===== config.mk =====
export PLATFORM = sky130hd
export DESIGN_NAME = pcie_cfg_window
export DESIGN_NICKNAME = d
export VERILOG_FILES = /design/src/rtl/pcie_cfg_window_pkg.sv /design/src/rtl/pcie_cfg_window_ctl.sv /design/src/rtl/pcie_cfg_window_dp.sv /design/src/rtl/pcie_cfg_window.sv
export SDC_FILE = /design/constraint.sdc
export NUM_CORES = 1
export LEC_CHECK = 0
export ABC_AREA = 1
export BUFFER_PORTS_ARGS = -buffer_cell sky130_fd_sc_hd__buf_2
export CAP_MARGIN = 10
export CORE_MARGIN = 2
export CORE_UTILIZATION = 35
export DETAILED_ROUTE_END_ITERATION = 10
export GPL_ROUTABILITY_DRIVEN = 0
export PLACE_DENSITY = 0.66
export SYNTH_ARGS = -nofsm -noshare
export SYNTH_HDL_FRONTEND = slang
export SYNTH_SLANG_ARGS = --single-unit

===== constraint.sdc =====
create_clock -name clk -period 8.3 [get_ports clk]
set_input_delay 2.075 -clock clk [delete_from_list [all_inputs] [get_ports clk]]
set_output_delay 2.075 -clock clk [all_outputs]
set_load 0.01 [all_outputs]

===== src/rtl/pcie_cfg_window_pkg.sv =====
package pcie_cfg_window_pkg;

  localparam int REG_W = 64;

  typedef enum logic [1:0] {
    LEN_256M = 2'b00,
    LEN_128M = 2'b01,
    LEN_64M  = 2'b10,
    LEN_RSVD = 2'b11
  } winLen_e;

  // address decode of the write port, driven by control
  typedef struct packed {
    logic lo;
    logic hi;
  } wrSel_t;

  // commit strobes from control to the datapath
  typedef struct packed {
    logic load;   // register bytes take the write
    logic apply;  // decoded window takes the merged register
  } commit_t;

endpackage


===== src/rtl/pcie_cfg_window_ctl.sv =====
module pcie_cfg_window_ctl
  import pcie_cfg_window_pkg::*;
#(
  parameter int CFG_AW = 8,
  parameter int REG_OFFSET = 'h60
) (
  input  logic              clk,
  input  logic              rstN,
  input  logic              cfgWrEn,
  input  logic [CFG_AW-1:0] cfgWrAddr,
  input  logic [3:0]        cfgWrBe,
  input  winLen_e           mergedLen,
  output wrSel_t            wrSel,
  output commit_t           commit,
  output logic              lenReservedErr
);
  localparam int DW_AW = CFG_AW - 2;
  localparam logic [DW_AW-1:0] LO_DW = DW_AW'(REG_OFFSET / 4);
  localparam logic [DW_AW-1:0] HI_DW = DW_AW'(REG_OFFSET / 4 + 1);

  logic [DW_AW-1:0] wrDw;
  logic touch;
  logic errQ;

  assign wrDw = cfgWrAddr[CFG_AW-1:2];

  always_comb begin
    wrSel.lo = cfgWrEn && (wrDw == LO_DW);
    wrSel.hi = cfgWrEn && (wrDw == HI_DW);
  end

  assign touch = (wrSel.lo || wrSel.hi) && (cfgWrBe != 4'b0000);

  always_comb begin
    commit.load  = touch;
    commit.apply = touch && (mergedLen != LEN_RSVD);
  end

  always_ff @(posedge clk) begin
    if (!rstN) errQ <= 1'b0;
    else       errQ <= touch && (mergedLen == LEN_RSVD);
  end

  assign lenReservedErr = errQ;

endmodule


===== src/rtl/pcie_cfg_window_dp.sv =====
module pcie_cfg_window_dp
  import pcie_cfg_window_pkg::*;
#(
  parameter int PHYS_W = 40,
  parameter int TOP_SHIFT = 28,
  parameter logic [REG_W-1:0] RST_REG = 64'h0000_0000_B000_0001
) (
  input  logic             clk,
  input  logic             rstN,
  input  wrSel_t           wrSel,
  input  commit_t          commit,
  input  logic [31:0]      wrData,
  input  logic [3:0]       wrBe,
  input  logic [REG_W-1:0] lookupAddr,
  output winLen_e          mergedLen,
  output logic             winEnable,
  output logic [REG_W-1:0] winBase,
  output logic [REG_W-1:0] winSize,
  output logic             hit,
  output logic [REG_W-1:0] hitOffset
);
  localparam logic [REG_W-1:0] PHYS_MASK = (REG_W'(1) << PHYS_W) - REG_W'(1);
  localparam int RST_LEN = int'(RST_REG[2:1]);
  localparam logic [REG_W-1:0] RST_SIZE = REG_W'(1) << (TOP_SHIFT - RST_LEN);
  localparam logic [REG_W-1:0] RST_BASE = RST_REG & ~(RST_SIZE - REG_W'(1)) & PHYS_MASK;

  logic [REG_W-1:0] regQ, regNext;
  logic             enQ;
  logic [REG_W-1:0] baseQ, sizeQ;
  logic [REG_W-1:0] sizeDec, baseDec;
  logic [REG_W-1:0] delta;

  // byte-lane merge into both dwords
  always_comb begin
    regNext = regQ;
    for (int b = 0; b < 4; b++) begin
      if (wrBe[b] && wrSel.lo) regNext[8*b +: 8] = wrData[8*b +: 8];
      if (wrBe[b] && wrSel.hi) regNext[32 + 8*b +: 8] = wrData[8*b +: 8];
    end
  end

  assign mergedLen = winLen_e'(regNext[2:1]);
  assign sizeDec   = REG_W'(1) << (TOP_SHIFT - int'(regNext[2:1]));
  assign baseDec   = regNext & ~(sizeDec - REG_W'(1)) & PHYS_MASK;

  always_ff @(posedge clk) begin
    if (!rstN) begin
      regQ  <= RST_REG;
      enQ   <= RST_REG[0];
      baseQ <= RST_BASE;
      sizeQ <= RST_SIZE;
    end else begin
      if (commit.load) regQ <= regNext;
      if (commit.apply) begin
        enQ   <= regNext[0];
        baseQ <= baseDec;
        sizeQ <= sizeDec;
      end
    end
  end

  assign delta     = lookupAddr - baseQ;
  assign hit       = enQ && (lookupAddr >= baseQ) && (delta < sizeQ);
  assign hitOffset = hit ? delta : '0;
  assign winEnable = enQ;
  assign winBase   = baseQ;
  assign winSize   = sizeQ;

endmodule


===== src/rtl/pcie_cfg_window.sv =====
module pcie_cfg_window
  import pcie_cfg_window_pkg::*;
#(
  parameter int CFG_AW = 8,
  parameter int REG_OFFSET = 'h60,
  parameter int PHYS_W = 40,
  parameter int TOP_SHIFT = 28,
  parameter logic [63:0] RST_REG = 64'h0000_0000_B000_0001
) (
  input  logic              clk,
  input  logic              rstN,
  input  logic              cfgWrEn,
  input  logic [CFG_AW-1:0] cfgWrAddr,
  input  logic [31:0]       cfgWrData,
  input  logic [3:0]        cfgWrBe,
  input  logic [63:0]       lookupAddr,
  output logic              winEnable,
  output logic [63:0]       winBase,
  output logic [63:0]       winSize,
  output logic              hit,
  output logic [63:0]       hitOffset,
  output logic              lenReservedErr
);
  wrSel_t  wrSel;
  commit_t commit;
  winLen_e mergedLen;

  pcie_cfg_window_ctl #(.CFG_AW(CFG_AW), .REG_OFFSET(REG_OFFSET)) ctl (
    .clk(clk), .rstN(rstN), .cfgWrEn(cfgWrEn), .cfgWrAddr(cfgWrAddr),
    .cfgWrBe(cfgWrBe), .mergedLen(mergedLen), .wrSel(wrSel),
    .commit(commit), .lenReservedErr(lenReservedErr)
  );

  pcie_cfg_window_dp #(.PHYS_W(PHYS_W), .TOP_SHIFT(TOP_SHIFT), .RST_REG(RST_REG)) dp (
    .clk(clk), .rstN(rstN), .wrSel(wrSel), .commit(commit),
    .wrData(cfgWrData), .wrBe(cfgWrBe), .lookupAddr(lookupAddr),
    .mergedLen(mergedLen), .winEnable(winEnable), .winBase(winBase),
    .winSize(winSize), .hit(hit), .hitOffset(hitOffset)
  );

endmodule


# Yosys cells after proc, flatten, opt, wreduce, memory -nomap -nowiden
# Cells that the tools add are included.
[word_totals] latch_bits=0 mem_count=0 inputBits=111 mem_bits_ro=0 wordCells=43 mem_bits_rw=0 reg_bits=170
[op_classes] shifts=1 n_lt_le_gt_ge=2 n_div=0 bitwise=2 addsub=3 reduce_logical=17 n_mul=0 n_mux=9 eq_ne=4
[ops] operator="64-bit by 40-bit greater-or-equal comparator with 1-bit output" count=1
[ops] operator="64-bit < comparator" count=1
[ops] operator="64-bit 2-to-1 mux" count=1
[ops] operator="8-bit 2-to-1 mux" count=8
[ops] operator="1-bit by 32-bit << shifter with 64-bit output, first input constant" count=1
[ops] operator="64-bit by 40-bit subtractor with 64-bit output" count=1
[ops] operator="40-bit AND" count=1
[ops] operator="40-bit NOT" count=1
[ops] operator="40-bit by 1-bit subtractor with 40-bit output, second input constant" count=1
[ops] operator="1-bit logical AND" count=15
[ops] operator="6-bit by 5-bit == test with 1-bit output, second input constant" count=2
[ops] operator="5-bit by 2-bit subtractor with 6-bit output, first input constant" count=1
[ops] operator="4-bit nonzero test" count=1
[ops] operator="2-bit == test, second input constant" count=1
[ops] operator="2-bit != test, second input constant" count=1
[ops] operator="1-bit logical OR" count=1

# Logic depth before layout (Yosys ltp)
# Gate-level depths: netlist of run 1.
[depth] depth_word=9 ltp_mapped=25 depth_no_buf=24

# Modules after synthesis
# Synthesis of run 1 repeated with hierarchy kept, for this count alone.
[hier_totals] hier_cells=985 hier_area_um2=5612.9
[by_module_without_submodules] module="pcie_cfg_window_dp" cells_per_inst=964 instances=1 area_per_inst_um2=5505.3
[by_module_without_submodules] module="pcie_cfg_window_ctl" cells_per_inst=21 instances=1 area_per_inst_um2=107.6

# Worst setup path after synthesis of run 1
# Ideal clock, no wire load.
[synth_path] path_type="input port to output port" from="in lookupAddr[26]" to="out hitOffset[10]" path_slack_ns=1.805 arrival_ns=4.420 cell_stages=22 cell_sequence="ha_1 > nand2_1 > inv_1 > nand2_1 > nand3_1 > xnor2_1 > inv_1 > ha_1 > a21oi_1 > nand2_1 > nand2_1 > nand2_1 > nand2_1 > nand3_1 > nor2_1 > nand2_1 > nor2_1 > nand2_1 > nor2_2 > nand3_4 > buf_6 > nor2_2"
[synth_via] elab_chain_len=4 elab_cells_between_ends=6
[synth_lines] element="from (decl)" line_no="pcie_cfg_window.sv:16" rtl="input logic [63:0] lookupAddr,"
[synth_lines] element="64-bit by 40-bit subtractor with 64-bit output or 64-bit by 40-bit greater-or-equal comparator with 1-bit output (tied branches)" line_no="pcie_cfg_window_dp.sv:62, pcie_cfg_window_dp.sv:63"
[synth_lines] element="64-bit < comparator or 1-bit logical AND (tied branches)" line_no="pcie_cfg_window_dp.sv:63" rtl="assign hit = enQ && (lookupAddr >= baseQ) && (delta < sizeQ);"
[synth_lines] element="1-bit logical AND *" line_no="pcie_cfg_window_dp.sv:63"
[synth_lines] element="64-bit 2-to-1 mux *" line_no="pcie_cfg_window_dp.sv:64" rtl="assign hitOffset = hit ? delta : '0;"
[synth_lines] element="to (decl)" line_no="pcie_cfg_window.sv:21" rtl="output logic [63:0] hitOffset,"
# Every way passes the cells marked *; elsewhere a longest branch is shown, timed or not.

# Final worst setup path of run 1
[layout_path] from="in lookupAddr[25]" to="out hitOffset[26]"
[layout_via] elab_chain_len=4 elab_cells_between_ends=6
[layout_lines] element="64-bit by 40-bit subtractor with 64-bit output or 64-bit by 40-bit greater-or-equal comparator with 1-bit output (tied branches)" line_no="pcie_cfg_window_dp.sv:62, pcie_cfg_window_dp.sv:63"
[layout_lines] element="64-bit < comparator or 1-bit logical AND (tied branches)" line_no="pcie_cfg_window_dp.sv:63"
[layout_lines] element="1-bit logical AND" line_no="pcie_cfg_window_dp.sv:63"
[layout_lines] element="64-bit 2-to-1 mux *" line_no="pcie_cfg_window_dp.sv:64"
# Marked as above.

==> run summary, run 1 <==
Status -> complete, no violations
Skew final -> 2.29 ps
GRT overflow -> 0
Vias in the first global route -> 4,399
Top-Level Pins -> 306
Vias -> 5,172
Port-buffer cells -> 149
Final wirelength -> 13.1 mm
Layout cells sized above 1 -> 20.0%
Yosys warning total -> 0
Cts bufs inserted -> 5
Fmax -> 0.135 GHz
Seq. cell area -> 861 um^2
Power Density -> 107 nW/um^2
Initial Util -> 36.1%
Count of final hold-check violations -> 0
# diodes -> 0
Resize count post-CTS -> 0
Synthesis-to-layout area growth -> 11.2%
Max_cap viols -> 0
Crit Path Max Fanout -> 33
HP Class -> flop to flop
CTS Buffer Depth -> 2
Clk sinks -> 43
Synth cell count leaders -> nand2_1 (227), inv_1 (172), buf_4 (136), nor2_1 (87), dfxtp_1 (43)
Reg2Reg Capture Point -> dp.winBase[39]
Sequential share of the synthesized area -> 16.3%
First-pass GRT wire length -> 19.9 mm
Wire per inst -> 10.6 um
Initial antenna violation count -> 0
Clock-pin slew on the worst setup and hold paths -> 60 ps
Worst Path Required -> 6230 ps
Final period utilization -> 89.2%
Core ar. -> 14,600 um^2
TNS Setup -> 0 ps
Die X-Extent -> 127 um
Worst slack, placed -> 841 ps
Synth Cell Area -> 5290 um^2
Synth area leaders -> buf_4 (19%), dfxtp_1 (16%), nand2_1 (16%)
# hold bufs at CTS -> 0
Post-synthesis instance total -> 904
Yosys cell types -> 36
R2R Path Start -> dp.regQ[1]
CTS tree -> done
Area leader, netlist -> buf_4
Drc violations -> 0
Router iterations before antenna repair -> 5
Fin nets -> 1,185
Critical path arrival -> 5330 ps
Final setup viols -> 0
Clk_lat worst skew -> 290 ps
Pleak -> 3.58 nW
Layout filler cell count -> 1,638
R2R setup slack -> 6190 ps
Setup crit end kind -> output port
Fin. max-slew vios -> 0
Via density -> 4.19
Crit Path Class -> primary input to output port
RSZ-0062 raised after global routing -> false
Critical Path Start Type -> primary input
Hold Path Sink -> dp.winSize[29]
Largest net degree at the start of global routing -> 34
Top_reg_cell synth -> dfxtp_1
Die ar. -> 16,100 um^2
EDFF count, synth -> 0
Setup ws final -> 896 ps
Top-count cell post-synth -> nand2_1
Worst-margin pin slew -> 925 ps
Violation count after the first detailed-route iteration -> 199
Die Span Y -> 127 um
Final ANT Viol Nets -> 0
Post-route minimum period -> 7400 ps
Row count -> 44
WHS Path Cells -> 2
Post-synthesis register bit count -> 43
Peak supply drop -> 0.137 mV
H-tree levels -> 2
Setup Buffers After CTS -> 0
Detail Placement HPWL -> 11.3 mm
Total Routing Usage GR -> 14.9%
Hold path startpoint -> dp.winSize[29]
Root buffer cell -> clkbuf_16
Reg2Reg Depth -> 7
Multi-input logic area -> 3200 um^2
Post-synth top area share -> 19.3%
Max-Slew Margin vs Limit -> 38.3%
Mean Syn Cell Area -> 5.85 um^2
Synth async-reset ratio -> 0%
## critical path, stage by stage
cell and delay (ps):
buf_2 100, ha_1 340, nand2_1 110, inv_1 50, nand2_1 80, nand3_1 130, xnor2_1 270, inv_1 80
ha_1 290, a21oi_1 150, nand2_1 70, nand2_1 50, nand2_1 50, nand2_1 60, nand3_1 110, nor2_1 120
nand2_1 90, nor2_1 90, nand2_1 70, nor2_2 130, nand3_4 410, nor2_2 200, buf_2 150
## layer usage
| metal | vias up | track usage [%] | wire length [um] |
|---|---|---|---|
| li1 | 2755 | - | - |
| met4 | 0 | 2.13 | 55 |
| met5 | - | 0 | 0 |
| met2 | 205 | 27.8 | 6440 |
| met3 | 5 | 2.53 | 1030 |
| met1 | 2207 | 18.3 | 5530 |
## worst max path at each step
| stage | start | end | slack, ps |
|---|---|---|---|
| 2_1_floorplan | lookupAddr[26] | hitOffset[10] | 1810 |
| 3_3_place_gp | lookupAddr[25] | hitOffset[16] | 830 |
| 3_5_place_dp | lookupAddr[26] | hitOffset[15] | 840 |
| 4_1_cts | lookupAddr[26] | hitOffset[15] | 840 |
| 5_1_grt | lookupAddr[26] | hitOffset[0] | 400 |
| 6_report | lookupAddr[25] | hitOffset[26] | 900 |
## registers in the layout (all words and copies together) (netlist names)
| name | flops |
|---|---|
| dp.winSize | 8 |
| dp.winEnable | 1 |
| dp.winBase | 16 |
| dp.regQ | 17 |
| ctl.lenReservedErr | 1 |
## layout make-up
cell class	count	area share (%)
timing repair buffer	149	12.7
clock inverter	3	1.15
multi-input combinational	677	54.4
sequential	43	14.6
tap	184	3.92
inverter	173	11.0
clock buffer	5	2.13
## cell families after synthesis
logic type                 Yosys count  share of synthesized area, %
and+or+nand+nor                    439                          36.2
buffers and inverters              320                          32.9
AOI/OAI and AO/OA                   65                          6.84
DFF                                 43                          16.3
adders and majority gates           25                          5.92
xor gates and xnor gates             7                          1.16
muxes                                3                         0.568
other                                2                         0.142
## report_power, final
part           internal [mW]  switching (mW)  leakage (nW)
clock                  0.172          0.0835        0.0900
combinational         0.0524           0.113          3.15
sequential             0.207        0.000795         0.347
total                  0.432           0.197          3.58
## layout by cell type, fill, tap and decap left out, types with 3 or more instances in the layout
master and count:
nand4_1 14, nand2_1 227, nand2_2 10, a211oi_1 3
nor2_2 33, nand3_1 37, or2_2 4, inv_1 172
nor3_1 19, nor2_1 87, conb_1 138, a21oi_1 24
xor2_1 5, buf_2 149, dfxtp_1 43, nand3b_1 3
mux2i_1 3, o21ai_0 27, clkbuf_16 5, ha_1 25
## through the flow
stage	power (mW)	area, um^2	hold slack [ps]	cells	utilization [%]
3_5_place_dp	0.376	5690	466	1226	38.8
3_3_place_gp	0.375	5690	460	1226	38.8
5_1_grt	0.664	5880	495	1234	40.1
4_1_cts	0.631	5880	480	1234	40.1
2_1_floorplan	0.376	5800	434	1040	-
6_report	0.630	5880	474	1234	40.1
Power figures use the tool's default switching activity.
==> run 2: changes to the inputs <==
--- a/config.mk
+++ b/config.mk
@@ -12,7 +12,8 @@
 export CORE_UTILIZATION = 35
 export DETAILED_ROUTE_END_ITERATION = 10
 export GPL_ROUTABILITY_DRIVEN = 0
-export PLACE_DENSITY = 0.66
+export GPL_TIMING_DRIVEN = 0
+export PLACE_DENSITY = 0.74
 export SYNTH_ARGS = -nofsm -noshare
 export SYNTH_HDL_FRONTEND = slang
 export SYNTH_SLANG_ARGS = --single-unit
==> run 2 against run 1 <==
Against the previous run:
- worst hold slack improved by 0.70 ps
- final cell count is 12% higher
- sequential power about the same
- first-iteration DRC count grew 47%
- critical path type unchanged
- critical endpoint unchanged
- largest power group unchanged
- highest routed layer unchanged
==> run summary, run 2 (synthesis results as in run 1) <==
Vias in the first global route -> 4,881 (+11%)
Initial Util -> 36.1% (unchanged)
First-pass GRT wire length -> 22.3 mm (+12%)
Synthesis-to-layout area growth -> 31.7%
Commonest cells after routing, fill and taps aside -> nand2_1 (227), inv_1 (172), buf_2 (152)
# diodes -> 0 (unchanged)
Wire per inst -> 10.4 um (-1.7%)
Total Routing Usage GR -> 16.5% (+1.6 points)
Clk_lat worst skew -> 290 ps (about the same)
Fmax -> 0.139 GHz (+3.1%)
Status -> complete, no violations
Final ANT Viol Nets -> 0 (unchanged)
Slowest cell on crit path -> ha_1
Die Span Y -> 127 um (unchanged)
CTS tree -> done
Skew final -> 5.78 ps (+3.49 ps)
Max_cap viols -> 0 (unchanged)
Worst Path Required -> 6230 ps (about the same)
DP Area -> 6770 um^2 (+19%)
Setup Buffers After CTS -> 0 (unchanged)
Layout cells sized above 1 -> 29.3% (+9.3 points)
Final period utilization -> 86.5% (-2.7 points)
Initial antenna violation count -> 1 (+1)
Port-buffer cells -> 149 (unchanged)
Root buffer cell -> clkbuf_16
Met2 WL post-DR -> 7.16 mm (+11%)
Critical path arrival -> 5100 ps (-230 ps)
Final setup viols -> 0 (unchanged)
Power Density -> 97.1 nW/um^2 (-9.4%)
Clk sinks -> 43 (unchanged)
Final wirelength -> 14.4 mm (+10%)
Setup crit end kind -> output port
Row count -> 44 (unchanged)
Most common cell after layout, fill and taps aside -> nand2_1
Count of final hold-check violations -> 0 (unchanged)
Peak supply drop -> 0.112 mV (-18%)
Largest Register -> dp.regQ
Critical Path Most Common Cell -> nand2_1
Top Layer Used -> met4
Crit Path Max Fanout -> 10 (-70%)
Critical Path Start Type -> primary input
CTS Buffer Depth -> 2 (unchanged)
Violation count after the first detailed-route iteration -> 293 (+47%)
Post-route cell area -> 6960 um^2 (+18%)
TNS Setup -> 0 ps (unchanged)
Post-Route M1 WL -> 5.86 mm (+6.0%)
# hold bufs at CTS -> 0 (unchanged)
Detail Placement HPWL -> 12.7 mm (+12%)
H-tree levels -> 2 (unchanged)
Critical Path Max Stage Delay -> 340 ps (-70 ps)
Pleak -> 4.36 nW (+22%)
RSZ-0062 raised after global routing -> false
Crit Path Class -> primary input to output port
Clock-pin slew on the worst setup and hold paths -> 60 ps (about the same)
Vias -> 5,710 (+10%)
Number of flip-flops in the largest register -> 17 (unchanged)
Die ar. -> 16,100 um^2 (unchanged)
Router iterations before antenna repair -> 5 (unchanged)
GRT overflow -> 0 (unchanged)
Post-route minimum period -> 7180 ps (-226 ps)
Drc violations -> 0 (unchanged)
Top-Level Pins -> 306 (unchanged)
Core ar. -> 14,600 um^2 (unchanged)
Cts bufs inserted -> 5 (unchanged)
Via density -> 4.13 (-1.3%)
Resize count post-CTS -> 0 (unchanged)
Critical path, cell by cell -> buf_2, ha_1, nand2_1, inv_1, nand2_1, nand3_1, xnor2_1, inv_1, ha_1, a21oi_1, nand2_1, nand2_1, nand2_1, nand2_1, nand3_1, nor2_1, nand2_1, nor2_1, nand2_1, nor2_2, nand3_4, buf_6, nor2_2, buf_2
Fin. max-slew vios -> 0 (unchanged)
Fin nets -> 1,332 (+12%)
Die X-Extent -> 127 um (unchanged)
Largest net degree at the start of global routing -> 14 (-59%)
HP Class -> flop to flop
Met3 wire length -> 1.17 mm (+14%)
Core Util, Final -> 47.5% (+7.4 points)
run 2: power breakdown:
part	switching [mW]	internal, mW
registers	0.000718	0.207
logic	0.123	0.0941
clock network	0.0782	0.172
run 2: per-layer routing:
layer	global-route usage [%]	vias up
met3	2.95	14
met5	0	-
met4	3.04	0
met1	19.5	2410
li1	-	3059
met2	31.2	227
run 2: worst max-delay path, delay by kind of cell:
kind	cells	cell delay, ps
and+or+nand+nor	15	1390
adders and majority gates	2	640
buffers and inverters	5	550
xor gates and xnor gates	1	290
AOI/OAI and AO/OA	1	160
run 2: path summary, 6_finish.rpt:
| path | startpoint | to | slack [ps] | depth (start not counted) |
|---|---|---|---|---|
| worst max register to register | dp.regQ[1] | dp.winSize[29] | 6800 | 7 |
| worst max-delay path | lookupAddr[25] | hitOffset[26] | 1120 | 24 |
| worst min register to register | dp.regQ[26] | dp.regQ[26] | 470 | 2 |
| worst min-delay path | dp.regQ[26] | dp.regQ[26] | 470 | 2 |
run 2: final cells by class:
class,instances,area [um^2]
repair buffers,149,746
inverters,173,649
flip-flops and latches,43,861
clock inverters,2,60.1
fillers,1533,7680
well taps,184,230
plain buffers,147,1090
clock buffers,6,129
multi-input cells,677,3200
run 2: stage by stage:
| stage | hold slack [ps] | total power, mW | std cells | worst slack [ps] |
|---|---|---|---|---|
| final | 475 | 0.676 | 1381 | 1120 |
| after global routing | 492 | 0.710 | 1381 | 797 |
| after CTS | 474 | 0.674 | 1381 | 1090 |
| after detailed placement | 463 | 0.425 | 1373 | 1110 |
| after global placement | 458 | 0.423 | 1373 | 1140 |
| after floorplan | 434 | 0.376 | 1040 | 1810 |
==> run 3: changes to the inputs <==
--- a/config.mk
+++ b/config.mk
@@ -9,11 +9,11 @@
 export BUFFER_PORTS_ARGS = -buffer_cell sky130_fd_sc_hd__buf_2
 export CAP_MARGIN = 10
 export CORE_MARGIN = 2
-export CORE_UTILIZATION = 35
+export CORE_UTILIZATION = 30
 export DETAILED_ROUTE_END_ITERATION = 10
 export GPL_ROUTABILITY_DRIVEN = 0
 export GPL_TIMING_DRIVEN = 0
-export PLACE_DENSITY = 0.74
+export PLACE_DENSITY = 0.66
 export SYNTH_ARGS = -nofsm -noshare
 export SYNTH_HDL_FRONTEND = slang
 export SYNTH_SLANG_ARGS = --single-unit
==> run 3 against run 2 <==
Against the previous run:
- global-route usage is 1.4 points lower
- setup slack worse by 89 ps
- maximum frequency is 1.2% lower
==> run summary, run 3 (synthesis results as in run 1) <==
Detail Placement HPWL -> 13.2 mm (+4.3%)
CTS tree -> done
# hold bufs at CTS -> 0 (unchanged)
Switching power -> 0.202 mW (about the same)
CTS Buffer Depth -> 2 (unchanged)
Critical Path Max Stage Delay -> 340 ps (about the same)
Critical path, cell by cell -> buf_2, ha_1, inv_1, nor2_1, nand2_1, nand3_1, xnor2_1, inv_1, ha_1, a21oi_1, nand2_1, nand2_1, nand2_1, nand2_1, nand3_1, nor2_1, nand2_1, nor2_1, nand2_1, nor2_2, nand3_4, buf_6, nor2_2, buf_2
Violation count after the first detailed-route iteration -> 221 (-25%)
Total Routing Usage GR -> 15.1% (-1.4 points)
Most common cell after layout, fill and taps aside -> nand2_1
Final setup viols -> 0 (unchanged)
Power Density -> 96.3 nW/um^2 (-0.77%)
Core ar. -> 17,200 um^2 (+18%)
Core Util, Final -> 40.7% (-6.8 points)
Die X-Extent -> 137 um (+7.8%)
Largest net degree at the start of global routing -> 14 (unchanged)
Drc violations -> 0 (unchanged)
Skew final -> 4.74 ps (-1.04 ps)
Fin. max-slew vios -> 0 (unchanged)
Peak supply drop -> 0.116 mV (+3.3%)
Post-route minimum period -> 7270 ps (+88.9 ps)
Router iterations before antenna repair -> 5 (unchanged)
Vias -> 5,712 (+0.035%)
Initial antenna violation count -> 1 (unchanged)
First-pass GRT wire length -> 22.9 mm (+2.7%)
Port-buffer cells -> 149 (unchanged)
Register share of total power -> 30.8% (about the same)
WHS Path Cells -> 2 (unchanged)
Max-Slew Margin vs Limit -> 65.0%
Die ar. -> 18,700 um^2 (+16%)
Max_cap viols -> 0 (unchanged)
Fin nets -> 1,332 (unchanged)
Combinational share of power -> 32.2% (about the same)
Critical Path Start Type -> primary input
RSZ-0062 raised after global routing -> false
Critical Path Most Common Cell -> nand2_1
Root buffer cell -> clkbuf_16
Crit Path Class -> primary input to output port
Number of flip-flops in the largest register -> 17 (unchanged)
Reg2Reg Depth -> 7 (unchanged)
HP Class -> flop to flop
Final period utilization -> 87.6% (+1.1 points)
Top delay family on crit path -> simple AND/OR/NAND/NOR gates
Seq. cell area -> 861 um^2 (unchanged)
Pleak -> 4.36 nW (about the same)
H-tree levels -> 2 (unchanged)
TNS Setup -> 0 ps (unchanged)
Layout cells sized above 1 -> 29.3% (unchanged)
Setup crit end kind -> output port
Largest Register -> dp.regQ
Hold Path Sink -> dp.winSize[29]
Clock-pin slew on the worst setup and hold paths -> 60 ps (about the same)
Worst-margin pin slew -> 523 ps
R2R Path Start -> dp.regQ[1]
Hold path startpoint -> dp.winSize[29]
Fmax -> 0.138 GHz (-1.2%)
Vias in the first global route -> 4,952 (+1.5%)
GRT overflow -> 0 (unchanged)
Clk_lat worst skew -> 280 ps (about the same)
Top-Level Pins -> 306 (unchanged)
Crit Path Max Fanout -> 10 (unchanged)
Die Span Y -> 137 um (+7.8%)
Resize count post-CTS -> 0 (unchanged)
Commonest cells after routing, fill and taps aside -> nand2_1 (227), inv_1 (172), buf_2 (152)
Critical path arrival -> 5190 ps (+90 ps)
Synthesis-to-layout area growth -> 32.7%
Internal Power -> 0.474 mW (about the same)
Wire per inst -> 10.5 um (+0.74%)
Final wirelength -> 14.9 mm (+3.8%)
Worst Path Required -> 6230 ps (about the same)
Setup Buffers After CTS -> 0 (unchanged)
Slowest cell on crit path -> ha_1
Multi-input logic area -> 3200 um^2 (unchanged)
Initial Util -> 30.7% (-5.4 points)
R2R setup slack -> 6780 ps (-20 ps)
Cts bufs inserted -> 5 (unchanged)
Layout filler cell count -> 1,907 (+24%)
Clock Power Share -> 37.0% (about the same)
Row count -> 48 (+9.1%)
Via density -> 4.01 (-2.9%)
Status -> complete, no violations
Final ANT Viol Nets -> 0 (unchanged)
Net Sw Frac -> 29.9% (about the same)
CP Buf/Inv Count -> 5 (unchanged)
Clk sinks -> 43 (unchanged)
Count of final hold-check violations -> 0 (unchanged)
Reg2Reg Capture Point -> dp.winBase[32]
-- run 3: metrics by stage --
stage          hold WS (ps)  total power [mW]  instances  instance area, um^2  worst slack, ps
5_1_grt                 498             0.717       1422                 7010              773
3_5_place_dp            472             0.427       1414                 6830             1000
4_1_cts                 480             0.675       1422                 7010              990
6_report                477             0.676       1423                 7020             1030
2_1_floorplan           434             0.376       1040                 5800             1810
3_3_place_gp            459             0.425       1414                 6830             1070
-- run 3: layout make-up --
class,count,share of cell area (%)
multi-input combinational,677,45.6
buffer,147,15.5
sequential,43,12.3
timing repair buffer,149,10.6
inverter,173,9.25
tap,225,4.01
clock buffer,6,1.84
clock inverter,2,0.856
antenna,1,0.0357
-- run 3: worst max path at each step --
stage               cells past startpoint  slack [ps]       endpoint           start
global route                           26         770   hitOffset[5]  lookupAddr[24]
finish                                 24        1030   hitOffset[5]  lookupAddr[24]
detailed placement                     24        1000   hitOffset[5]  lookupAddr[24]
floorplan                              22        1810  hitOffset[10]  lookupAddr[26]
global placement                       24        1070   hitOffset[5]  lookupAddr[26]
CTS                                    24         990   hitOffset[5]  lookupAddr[24]
-- run 3: power by group through the flow --
stage	registers, mW	logic (mW)	clock network [mW]
5_1_grt	0.208	0.247	0.262
3_5_place_dp	0.213	0.214	0
3_3_place_gp	0.213	0.212	0
4_1_cts	0.208	0.215	0.252
2_1_floorplan	0.213	0.163	0
6_report	0.208	0.218	0.250
-- run 3: per-layer routing --
| metal | wire, um | track usage (%) |
|---|---|---|
| met1 | 5940 | 17.5 |
| met2 | 7490 | 29.0 |
| met3 | 1280 | 2.11 |
| met4 | 183 | 3.53 |
| met5 | 0 | 0 |
-- run 3: worst reg2reg max path: stages, from the launching register on --
cell     delay (ps)
dfxtp_1         310
nand2_1          50
o21ai_1         230
nand2_1         160
nand2_1         200
buf_2           250
o21ai_0         130
a21oi_1         120
